File: config.mk
export PLATFORM = sky130hd
export DESIGN_NAME = vec_stride_seq
export DESIGN_NICKNAME = d
export VERILOG_FILES = /design/src/rtl/vseq_pkg.sv /design/src/rtl/vseq_bank_timers.sv /design/src/rtl/vseq_addr_gen.sv /design/src/rtl/vec_stride_seq.sv
export SDC_FILE = /design/constraint.sdc
export NUM_CORES = 1
export LEC_CHECK = 0
export BUFFER_PORTS_ARGS = -buffer_cell sky130_fd_sc_hd__buf_2
export CAP_MARGIN = 20
export CORE_MARGIN = 2
export CORE_UTILIZATION = 55
export DETAILED_ROUTE_END_ITERATION = 10
export PLACE_DENSITY = 0.77
export SLEW_MARGIN = 15
export SYNTH_ARGS = -nofsm -noshare
export SYNTH_HDL_FRONTEND = slang
export SYNTH_HIERARCHICAL = 1
export SYNTH_SLANG_ARGS = --single-unit
File: constraint.sdc
create_clock -name clk -period 4.2 [get_ports clk]
set_input_delay 0.42 -clock clk [delete_from_list [all_inputs] [get_ports clk]]
set_output_delay 0.42 -clock clk [all_outputs]
set_load 0.01 [all_outputs]
File: src/rtl/vseq_pkg.sv
package vseq_pkg;
  typedef enum logic [0:0] {
    ST_IDLE = 1'b0,
    ST_RUN  = 1'b1
  } seq_state_e;
endpackage

File: src/rtl/vseq_bank_timers.sv
module vseq_bank_timers #(
  parameter int NUM_BANKS   = 16,
  parameter int BANK_CYCLES = 4,
  localparam int BANK_W     = $clog2(NUM_BANKS),
  localparam int TMR_W      = $clog2(BANK_CYCLES) + 1
) (
  input  logic              clk,
  input  logic              rst,
  input  logic              hit_i,
  input  logic [BANK_W-1:0] hit_bank_i,
  input  logic [BANK_W-1:0] query_bank_i,
  output logic              free_o
);
  localparam logic [TMR_W-1:0] RELOAD = TMR_W'(BANK_CYCLES - 1);

  logic [TMR_W-1:0] cnt_q [NUM_BANKS];

  for (genvar g = 0; g < NUM_BANKS; g++) begin : g_bank
    always_ff @(posedge clk) begin
      if (rst) begin
        cnt_q[g] <= '0;
      end else if (hit_i && hit_bank_i == BANK_W'(g)) begin
        cnt_q[g] <= RELOAD;
      end else if (cnt_q[g] != '0) begin
        cnt_q[g] <= cnt_q[g] - 1'b1;
      end
    end
  end

  assign free_o = (cnt_q[query_bank_i] == '0);

  // a reference is only taken on a bank whose timer has run out
  a_r4_hit_on_free: assert property (@(posedge clk) disable iff (rst)
    hit_i |-> cnt_q[hit_bank_i] == '0);

  // a taken bank is marked busy for the full recovery time
  a_r4_reload: assert property (@(posedge clk) disable iff (rst)
    hit_i |=> cnt_q[$past(hit_bank_i)] == RELOAD);
endmodule

File: src/rtl/vseq_addr_gen.sv
module vseq_addr_gen #(
  parameter int ADDR_W = 16,
  parameter int LEN_W  = 8
) (
  input  logic              clk,
  input  logic              rst,
  input  logic              load_i,
  input  logic [ADDR_W-1:0] base_i,
  input  logic              advance_i,
  input  logic [ADDR_W-1:0] step_i,
  output logic [ADDR_W-1:0] addr_o,
  output logic [LEN_W-1:0]  elem_o
);
  always_ff @(posedge clk) begin
    if (rst) begin
      addr_o <= '0;
      elem_o <= '0;
    end else if (load_i) begin
      addr_o <= base_i;
      elem_o <= '0;
    end else if (advance_i) begin
      addr_o <= addr_o + step_i;
      elem_o <= elem_o + 1'b1;
    end
  end

  // without an advance or a load, the reference does not move
  a_r6_no_drift: assert property (@(posedge clk) disable iff (rst)
    (!load_i && !advance_i) |=> ($stable(addr_o) && $stable(elem_o)));
endmodule

File: src/rtl/vec_stride_seq.sv
module vec_stride_seq #(
  parameter int ADDR_W      = 16,
  parameter int LEN_W       = 8,
  parameter int NUM_BANKS   = 16,
  parameter int BANK_CYCLES = 4,
  localparam int BANK_W     = $clog2(NUM_BANKS)
) (
  input  logic              clk,
  input  logic              rst,
  input  logic              start_i,
  input  logic [ADDR_W-1:0] base_i,
  input  logic [ADDR_W-1:0] stride_i,
  input  logic              unit_stride_i,
  input  logic [LEN_W-1:0]  vlen_i,
  output logic              req_valid_o,
  output logic [ADDR_W-1:0] req_addr_o,
  output logic [BANK_W-1:0] req_bank_o,
  output logic [LEN_W-1:0]  req_elem_o,
  input  logic              req_ready_i,
  output logic              done_o
);
  import vseq_pkg::*;

  seq_state_e        state_q;
  logic [LEN_W-1:0]  len_q;
  logic [ADDR_W-1:0] step_q;
  logic              bank_free;
  logic              accept;
  logic              last_elem;
  logic              launch;

  assign launch    = (state_q == ST_IDLE) && start_i;
  assign accept    = req_valid_o && req_ready_i;
  assign last_elem = (req_elem_o == LEN_W'(len_q - 1'b1));

  always_ff @(posedge clk) begin
    if (rst) begin
      state_q <= ST_IDLE;
      len_q   <= '0;
      step_q  <= '0;
      done_o  <= 1'b0;
    end else begin
      done_o <= 1'b0;
      case (state_q)
        ST_IDLE: begin
          if (start_i) begin
            len_q  <= vlen_i;
            step_q <= unit_stride_i ? ADDR_W'(1) : stride_i;
            if (vlen_i == '0) done_o  <= 1'b1;
            else              state_q <= ST_RUN;
          end
        end
        ST_RUN: begin
          if (accept && last_elem) begin
            state_q <= ST_IDLE;
            done_o  <= 1'b1;
          end
        end
        default: state_q <= ST_IDLE;
      endcase
    end
  end

  vseq_addr_gen #(
    .ADDR_W (ADDR_W),
    .LEN_W  (LEN_W)
  ) u_addr (
    .clk       (clk),
    .rst       (rst),
    .load_i    (launch),
    .base_i    (base_i),
    .advance_i (accept),
    .step_i    (step_q),
    .addr_o    (req_addr_o),
    .elem_o    (req_elem_o)
  );

  assign req_bank_o = req_addr_o[BANK_W-1:0];

  vseq_bank_timers #(
    .NUM_BANKS   (NUM_BANKS),
    .BANK_CYCLES (BANK_CYCLES)
  ) u_timers (
    .clk          (clk),
    .rst          (rst),
    .hit_i        (accept),
    .hit_bank_i   (req_bank_o),
    .query_bank_i (req_bank_o),
    .free_o       (bank_free)
  );

  assign req_valid_o = (state_q == ST_RUN) && bank_free;

  // a stalled request stays up and unchanged
  a_r6_hold: assert property (@(posedge clk) disable iff (rst)
    (req_valid_o && !req_ready_i) |=>
      (req_valid_o && $stable(req_addr_o) && $stable(req_elem_o)));

  // no same-bank acceptance one, two or three cycles apart
  a_r4_gap1: assert property (@(posedge clk) disable iff (rst)
    (accept && $past(accept)) |-> req_bank_o != $past(req_bank_o));
  a_r4_gap2: assert property (@(posedge clk) disable iff (rst)
    (accept && $past(accept, 2)) |-> req_bank_o != $past(req_bank_o, 2));
  a_r4_gap3: assert property (@(posedge clk) disable iff (rst)
    (accept && $past(accept, 3)) |-> req_bank_o != $past(req_bank_o, 3));

  // done is a single-cycle pulse
  a_r7_done_pulse: assert property (@(posedge clk) disable iff (rst)
    done_o |=> !done_o);

  // done coincides with no offered request
  a_r8_done_quiet: assert property (@(posedge clk) disable iff (rst)
    done_o |-> !req_valid_o);
endmodule

; ---- Word-level counts from Yosys, hierarchy flattened
; Memories as Yosys holds them, arrays and structs flattened. A register that Yosys moved wholly into a read port is not among the register bits.
; Index checks and enable logic that the tools add are counted.
[word_totals]
ff_bits = 50
mem_bits_rw = 48
input_bits = 45
memories = 1
[classes]
addsub = 19
eq_ne = 16
mux = 159
bitwise = 33
n_reduce_logical = 42
[mem_list]
columns = name, words, word_bits, read_ports, rd_ports_with_merged_regs, wr, line_no
row1 = u_timers.cnt_q, 16, 3, 17, 1, 16, vseq_bank_timers.sv:16  ; logic [TMR_W-1:0] cnt_q [NUM_BANKS];
[ops]
columns = cell, n
row1 = two-way mux 1 bit, 120
row2 = two-way mux 3 bit, 32
row3 = two-way mux 16 bit, 3
row4 = nonzero test 3 bit, 16
row5 = subtractor 3 x 1 -> 3 bit (second input constant), 16
row6 = equality test 4 bit (second input constant), 8
row7 = bitwise OR 1 bit, 32
row8 = logical AND 1 bit, 20
row9 = adder 16 bit, 1
row10 = equality test 4 x 3 -> 1 bit (second input constant), 4
row11 = adder 8 x 1 -> 8 bit (second input constant), 1
row12 = equality test 4 x 2 -> 1 bit (second input constant), 2
row13 = equality test 8 bit, 1
row14 = logical NOT 8 bit, 1
row15 = two-way mux 4 bit, 2
row16 = subtractor 8 x 1 -> 8 bit (second input constant), 1
row17 = equality test 4 x 1 -> 1 bit (second input constant), 1
row18 = logical NOT 4 bit, 1
row19 = case mux 1 bit (2 select lines), 2
row20 = logical NOT 3 bit, 1
row21 = AND reduction 2 bit, 1
row22 = nonzero test 2 bit, 1
row23 = OR reduction 2 bit, 1
row24 = NOT 1 bit, 1

; ---- Logic depth before layout (Yosys ltp)
; Gate-level depths: netlist (run 1).
[depth]
depth_word = 9
ltp_mapped = 12

; ---- Cells and area by module
; Netlist (run 1), hierarchy kept.
[modules_own_cells]
columns = mod, instances, cells_per_inst, area_each_um2, seq_area_each_um2
row1 = vseq_bank_timers, 1, 329, 2976.6, 1441.4
row2 = vseq_addr_gen, 1, 221, 1825.5, 480.5
row3 = vec_stride_seq, 1, 161, 1313.8, 520.5

; ---- Least setup slack after synthesis (run 1)
; No wires, ideal clock.
[synth_path]
path_type = reg-to-reg
startpoint = register u_addr.addr_o[0]
endpoint = memory u_timers/cnt_q[0][0] (netlist name), enable pin
setup_ps = 302
t_arrival_ps = 2723
required_ps = 3898
slack_ps = 1175
stages_incl_launch_ff = 10
synth_period_minus_slack_ps = 3025
cell_sequence = dfxtp_1 or4b_1 a32oi_1 a22oi_1 nor3_1 and3_2 or3b_2 nor3_1 nor2_1 nand2_1
[synth_lines]
columns = element, line_no
row1 = "start, declared", vseq_addr_gen.sv:11  ; output logic [ADDR_W-1:0] addr_o,
row2 = "start signal, assigned", vseq_addr_gen.sv:19  ; addr_o <= base_i;
row3 = "start signal, assigned", vseq_addr_gen.sv:22  ; addr_o <= addr_o + step_i;
row4 = "end, declared", vseq_bank_timers.sv:16

==> impl_metrics.env, run 1 <==
export IMPL_status="complete, no violations"
export IMPL_syn_instance_count=711
export IMPL_ant_nets=0
export IMPL_areaGrowthSynthToFinish_pct=10.1
export IMPL_clkLatencyLatePin_ps=390
export IMPL_wl_per_cell_um=14.4
export IMPL_cts_resized=0
export IMPL_fp_dieH_um=109
export IMPL_rows=38
export IMPL_port_buffers=74
export IMPL_diodes=0
export IMPL_drcViolationCount=0
export IMPL_grt_pass1_wl_um=21800
export IMPL_max_freq_ghz=0.309
export IMPL_grt_overflow=0
export IMPL_critPathCaptureType="flop"
export IMPL_htreeDepth=3
export IMPL_fin_hold_ws_ps=268
export IMPL_grt_antenna_before_repair=0
export IMPL_finalCriticalPeriod_ps=3240
export IMPL_seq_power_share_pct=43.2
export IMPL_cts_root_buffer="clkbuf_8"
export IMPL_fin_nets=859
export IMPL_cap_violations=0
export IMPL_start_kind="flop"
export IMPL_setup_tns_final_ps=0
export IMPL_ff_latch_area_mm2=0.00244
export IMPL_grt_max_degree=87
export IMPL_finalNonFillerCells=909
export IMPL_synth_cell_types=63
export IMPL_clkTransAtPathRegs_ps=100
export IMPL_yosysSeqAreaShare_pct=39.9
export IMPL_n_fill_cell=969
export IMPL_start_util_pct=56.4
export IMPL_drtIter0Drc=254
export IMPL_cts_buffers=9
export IMPL_ys_warn_count=6
export IMPL_crit_fanout=12
export IMPL_synthFlopType="dfxtp_1"
export IMPL_clock_power_share_pct=20.3
export IMPL_setup_viol=0
export IMPL_grt_pass1_vias=4782
export IMPL_maxSlewViolCount=0
export IMPL_cts_tree="built"
export IMPL_power_density_mw_per_mm2=509
export IMPL_slew_headroom_pct=33.7
export IMPL_p_leak_uw=0.00288
export IMPL_wl_um=13100
export IMPL_power_switching_uw=1230
export IMPL_die_area_mm2=0.0120
export IMPL_core_mm2=0.0108
export IMPL_ys_seq_elements=98
export IMPL_p_comb_share_pct=36.6
export IMPL_dr_pass1_iters=4
export IMPL_synth_enable_flop_cells=48
export IMPL_cts_setup_buffers=0
export IMPL_switching_share_pct=35.8
export IMPL_rsz0062_at_grt="no"
export IMPL_gp_congestion=0.948
export IMPL_critical_path_class="reg2reg"
export IMPL_hold_buffers=0
export IMPL_grt_usage_pct=23.0
export IMPL_vdd_drop_max_mv=0.226
export IMPL_tightest_slew_ps=994
export IMPL_place_inst=893
export IMPL_syn_cell_area_mm2=0.00612
export IMPL_internal_power_uw=2200
export IMPL_async_flop_share_pct=0
export IMPL_finClkSkew_ps=12.6
export IMPL_worstHoldPathType="in2reg"
export IMPL_hpwl_um=9570
export IMPL_viasPerCell=5.55
export IMPL_synth_nets=806
export IMPL_synth_avg_cell_area_um2=8.60
export IMPL_worstPathRequired_ps=4300
export IMPL_arrival_ps=3350
export IMPL_die_w_um=109
export IMPL_cts_path_max_buffers=2
export IMPL_drive_gt1_share_pct=14.3
export IMPL_cts_sinks=98
export IMPL_finalCritPeriodShare_pct=77.2
export IMPL_vias=5047
export IMPL_finalHoldViolCount=0
export IMPL_pin_count=75
export IMPL_multi_input_area_mm2=0.00325
==> synthesized netlist by cell type, types with 4 or more instances <==
library cell	instances	share of area (%)
nand2_1	65	4.0
o21ai_0	8	0.65
o22ai_1	5	0.51
dfxtp_1	50	16
nor2_1	143	8.8
ha_1	49	10
nand4_1	7	0.72
nand3b_1	17	2.1
o21bai_1	5	0.61
buf_2	4	0.33
nand2b_1	6	0.61
a21oi_1	50	4.1
clkbuf_1	19	1.2
xor2_1	9	1.3
nor3b_1	8	0.98
buf_6	4	0.74
edfxtp_1	48	24
xnor2_1	20	2.9
buf_4	4	0.49
inv_1	61	3.7
nor3_1	27	2.2
buf_1	4	0.25
nand3_1	5	0.41
or3_1	4	0.41
mux2i_1	9	1.5
nor4_1	17	1.7
a21o_1	6	0.74
==> flip-flops by register name, summed over array words and instances, names as in the netlist <==
signal and count:
done_o 1, len_q 8, state_q 1, step_q 16, u_addr/addr_o 16, u_addr/elem_o 8, u_timers/cnt_q 48
==> layer usage <==
layer / wire, µm / global-route usage (%)
met3: 630 / 3.97
met2: 6330 / 38.4
met1: 5860 / 29.5
met5: 0 / 0
met4: 276 / 9.22
==> critical path: stages (launching register included) <==
cell and delay [ps]:
edfxtp_1 400, or4b_1 550, a32oi_1 200, a22oi_1 130, nor3_1 240, and3_2 370
or3b_2 520, nor3_1 330, nor2_1 70, nand2_1 160
==> per-stage QoR <==
step	cell area, µm²	setup WS [ps]	util (%)	total power, µW
floorplan	6120	1170	-	2440
CTS	6740	955	62.1	3430
finish	6740	959	62.1	3430
detailed placement	6510	956	60.0	2740
global route	6740	682	62.1	3720
global placement	6510	1040	60.0	2640
==> area by class of cell <==
| cell class | instances | share of cell area, % |
|---|---|---|
| Multi-Input combinational cell | 515 | 48.3 |
| Clock inverter | 7 | 1.54 |
| Clock buffer | 9 | 1.84 |
| Sequential cell | 98 | 36.3 |
| Tap cell | 140 | 2.60 |
| Timing Repair Buffer | 78 | 5.98 |
| Inverter | 62 | 3.46 |
==> placed cells by master (no fill, tap or decap), types with 17 or more instances in the layout <==
cell type / count
nor2_1: 143
buf_2: 73
nand2_1: 65
inv_1: 61
a21oi_1: 50
dfxtp_1: 50
ha_1: 49
edfxtp_1: 48
nor3_1: 27
xnor2_1: 20
nand3b_1: 17
nor4_1: 17
==> cell families (layout without fill, tap and decap cells) <==
kind of cell,Yosys count,after routing,share of synthesized area (%)
buf+inv,98,156,6.85
flops,98,98,39.9
compound gates,102,102,10.7
xor+xnor,30,30,4.42
mux,14,14,3.13
fa+ha+maj,50,50,10.4
simple gates,319,319,24.7
==> worst paths after layout <==
kind,depth (start not counted),slack (ps),to,start
worst max register to register,9,960,u_timers/cnt_q[0][2],u_timers/cnt_q[9][2]
worst min-delay path,3,270,len_q[6],vlen_i[6]
worst max-delay path,9,960,u_timers/cnt_q[0][2],u_timers/cnt_q[9][2]
worst min register to register,2,470,step_q[5],step_q[5]
==> power by group through the flow <==
stage,clock network [µW],logic (µW),registers [µW]
finish,695,1250,1480
floorplan,0,976,1460
detailed placement,0,1240,1500
global placement,0,1160,1480
global route,745,1470,1510
CTS,706,1250,1480
Note: power is estimated with default switching activity, not from simulation.
==> run 2, diff against run 1 <==
clock period = 3.2 ns   (was 4.2 ns; I/O delays follow)
==> run 2 against run 1 <==
Effect of this change: worst setup slack got worse by 860 ps; largest cell class unchanged; die area did not move; design area rose by 0.43%; global-route usage rose by 0.33 points; sequential cell count did not move; clock power rose by 3.3%; clock skew fell by 4.7 ps; sequential power rose by 30%; combinational power rose by 34%; hold slack got worse by 83 ps; highest routed layer unchanged; count of clock-buffer cells in the layout rose by 2; register-to-register slack got worse by 860 ps.
==> impl_metrics.env, run 2 (synthesis results as in run 1) <==
export IMPL_p_leak_uw=0.00290
export IMPL_areaGrowthSynthToFinish_pct=10.6
export IMPL_cts_sinks=98
export IMPL_grt_max_degree=64
export IMPL_gp_congestion=0.909
export IMPL_whs_path_depth=3
export IMPL_maxSlewViolCount=0
export IMPL_power_density_mw_per_mm2=641
export IMPL_status="complete, no violations"
export IMPL_largest_reg_flops=48
export IMPL_utilization_pct=62.4
export IMPL_grt_usage_pct=23.3
export IMPL_port_buffers=74
export IMPL_worst_r2r_path_depth=9
export IMPL_hp_start="vlen_i[6]"
export IMPL_dr_pass1_iters=7
export IMPL_pin_count=75
export IMPL_worstHoldPathType="in2reg"
export IMPL_layout_common_cells="143 x nor2_1, 73 x buf_2, 65 x nand2_1"
export IMPL_vdd_drop_max_mv=0.280
export IMPL_finalCriticalPeriod_ps=3100
export IMPL_finClkSkew_ps=7.85
export IMPL_setup_tns_final_ps=0
export IMPL_cap_violations=0
export IMPL_htreeDepth=3
export IMPL_grt_overflow=0
export IMPL_drtIter0Drc=318
export IMPL_die_area_mm2=0.0120
export IMPL_slew_headroom_pct=58.6
export IMPL_grt_pass1_vias=4863
export IMPL_drive_gt1_share_pct=15.4
export IMPL_hold_buffers=0
export IMPL_hpwl_um=9890
export IMPL_wl_um=13400
export IMPL_final_common_cell="nor2_1"
export IMPL_cts_setup_buffers=0
export IMPL_ant_nets=0
export IMPL_start_kind="flop"
export IMPL_grt_antenna_before_repair=0
export IMPL_critical_path_class="reg2reg"
export IMPL_setup_viol=0
export IMPL_die_w_um=109
export IMPL_arrival_ps=3190
export IMPL_cts_tree="built"
export IMPL_fin_hold_ws_ps=185
export IMPL_critPathCaptureType="flop"
export IMPL_cts_path_max_buffers=2
export IMPL_grt_pass1_wl_um=21800
export IMPL_regMostFlops="u_timers/cnt_q"
export IMPL_clkTransAtPathRegs_ps=90
export IMPL_diodes=0
export IMPL_crit_fanout=5
export IMPL_finalCritPeriodShare_pct=96.9
export IMPL_rr_endpoint="u_timers/cnt_q[3][1]"
export IMPL_worstPathRequired_ps=3290
export IMPL_clkLatencyLatePin_ps=380
export IMPL_rows=38
export IMPL_wl_per_cell_um=14.5
export IMPL_holdPathEnd="len_q[6]"
export IMPL_crit_reg2reg_launch="u_timers/cnt_q[8][1]"
export IMPL_rsz0062_at_grt="yes"
export IMPL_max_freq_ghz=0.322
export IMPL_r2r_slack_ps=100
export IMPL_fp_dieH_um=109
export IMPL_core_mm2=0.0108
export IMPL_fin_nets=868
export IMPL_largestRegisters="u_timers/cnt_q (48), step_q (16), u_addr/addr_o (16)"
export IMPL_cts_resized=0
export IMPL_tightest_slew_ps=621
export IMPL_vias=5202
export IMPL_drcViolationCount=0
export IMPL_cts_buffers=9
export IMPL_viasPerCell=5.67
export IMPL_start_util_pct=56.4
export IMPL_finalHoldViolCount=0
export IMPL_cts_root_buffer="clkbuf_8"
-- run 2: cell types whose count changed in the layout (fill, tap and decap cells not counted), sizes merged --
cell      before  now
clkinv         5    2
clkbuf         9   11
buf           78   87
inv           62   64
bufinv         2    0
clkinvlp       0    1
-- run 2: worst max-delay path by stage --
stage | endpoint | slack (ps) | from
3_3_place_gp | u_timers/cnt_q[1][0] | 250 | u_addr/addr_o[0]
2_1_floorplan | u_timers/cnt_q[0][0] | 170 | u_addr/addr_o[0]
3_5_place_dp | u_timers/cnt_q[3][1] | 100 | u_timers/cnt_q[8][1]
6_report | u_timers/cnt_q[3][1] | 100 | u_timers/cnt_q[8][1]
5_1_grt | u_timers/cnt_q[1][0] | -30 | u_timers/cnt_q[8][1]
4_1_cts | done_o | 80 | u_timers/cnt_q[8][1]
-- run 2: per-stage QoR --
step / power (µW) / worst slack (ps) / cells / instance area, µm²
2_1_floorplan: 3200 / 175 / 711 / 6120
3_3_place_gp: 3480 / 245 / 902 / 6590
3_5_place_dp: 3620 / 95.9 / 902 / 6590
4_1_cts: 4340 / 79.6 / 918 / 6750
5_1_grt: 4700 / -26.1 / 918 / 6760
6_report: 4330 / 98.6 / 918 / 6760
-- run 2: cell type report --
type / instances / area [µm²]
Tap cell: 140 / 175
Fill cell: 968 / 4080
Clock inverter: 5 / 30.0
Sequential cell: 98 / 2440
Multi-Input combinational cell: 515 / 3270
Clock buffer: 11 / 131
Timing Repair Buffer: 87 / 483
Inverter: 62 / 233
-- run 2: report_power, final --
part | switching [µW] | internal, µW
Sequential | 188 | 1740
Clock | 437 | 282
Combinational | 963 | 720
-- run 2: worst max-delay path, cell delays in order (launching register included) --
cell and delay (ps):
edfxtp_1 390, or4_1 530, a32oi_1 220, a22oi_1 150
nor3_2 250, and3_4 260, or3b_2 510, nor2_1 290
nor2_1 70, nand2_1 150
-- run 2: per-layer routing --
layer	GRT usage [%]	part of all wire, %
met5	0	0
met4	11.1	2.6
met3	3.50	4.3
met2	39.4	49
met1	29.2	45
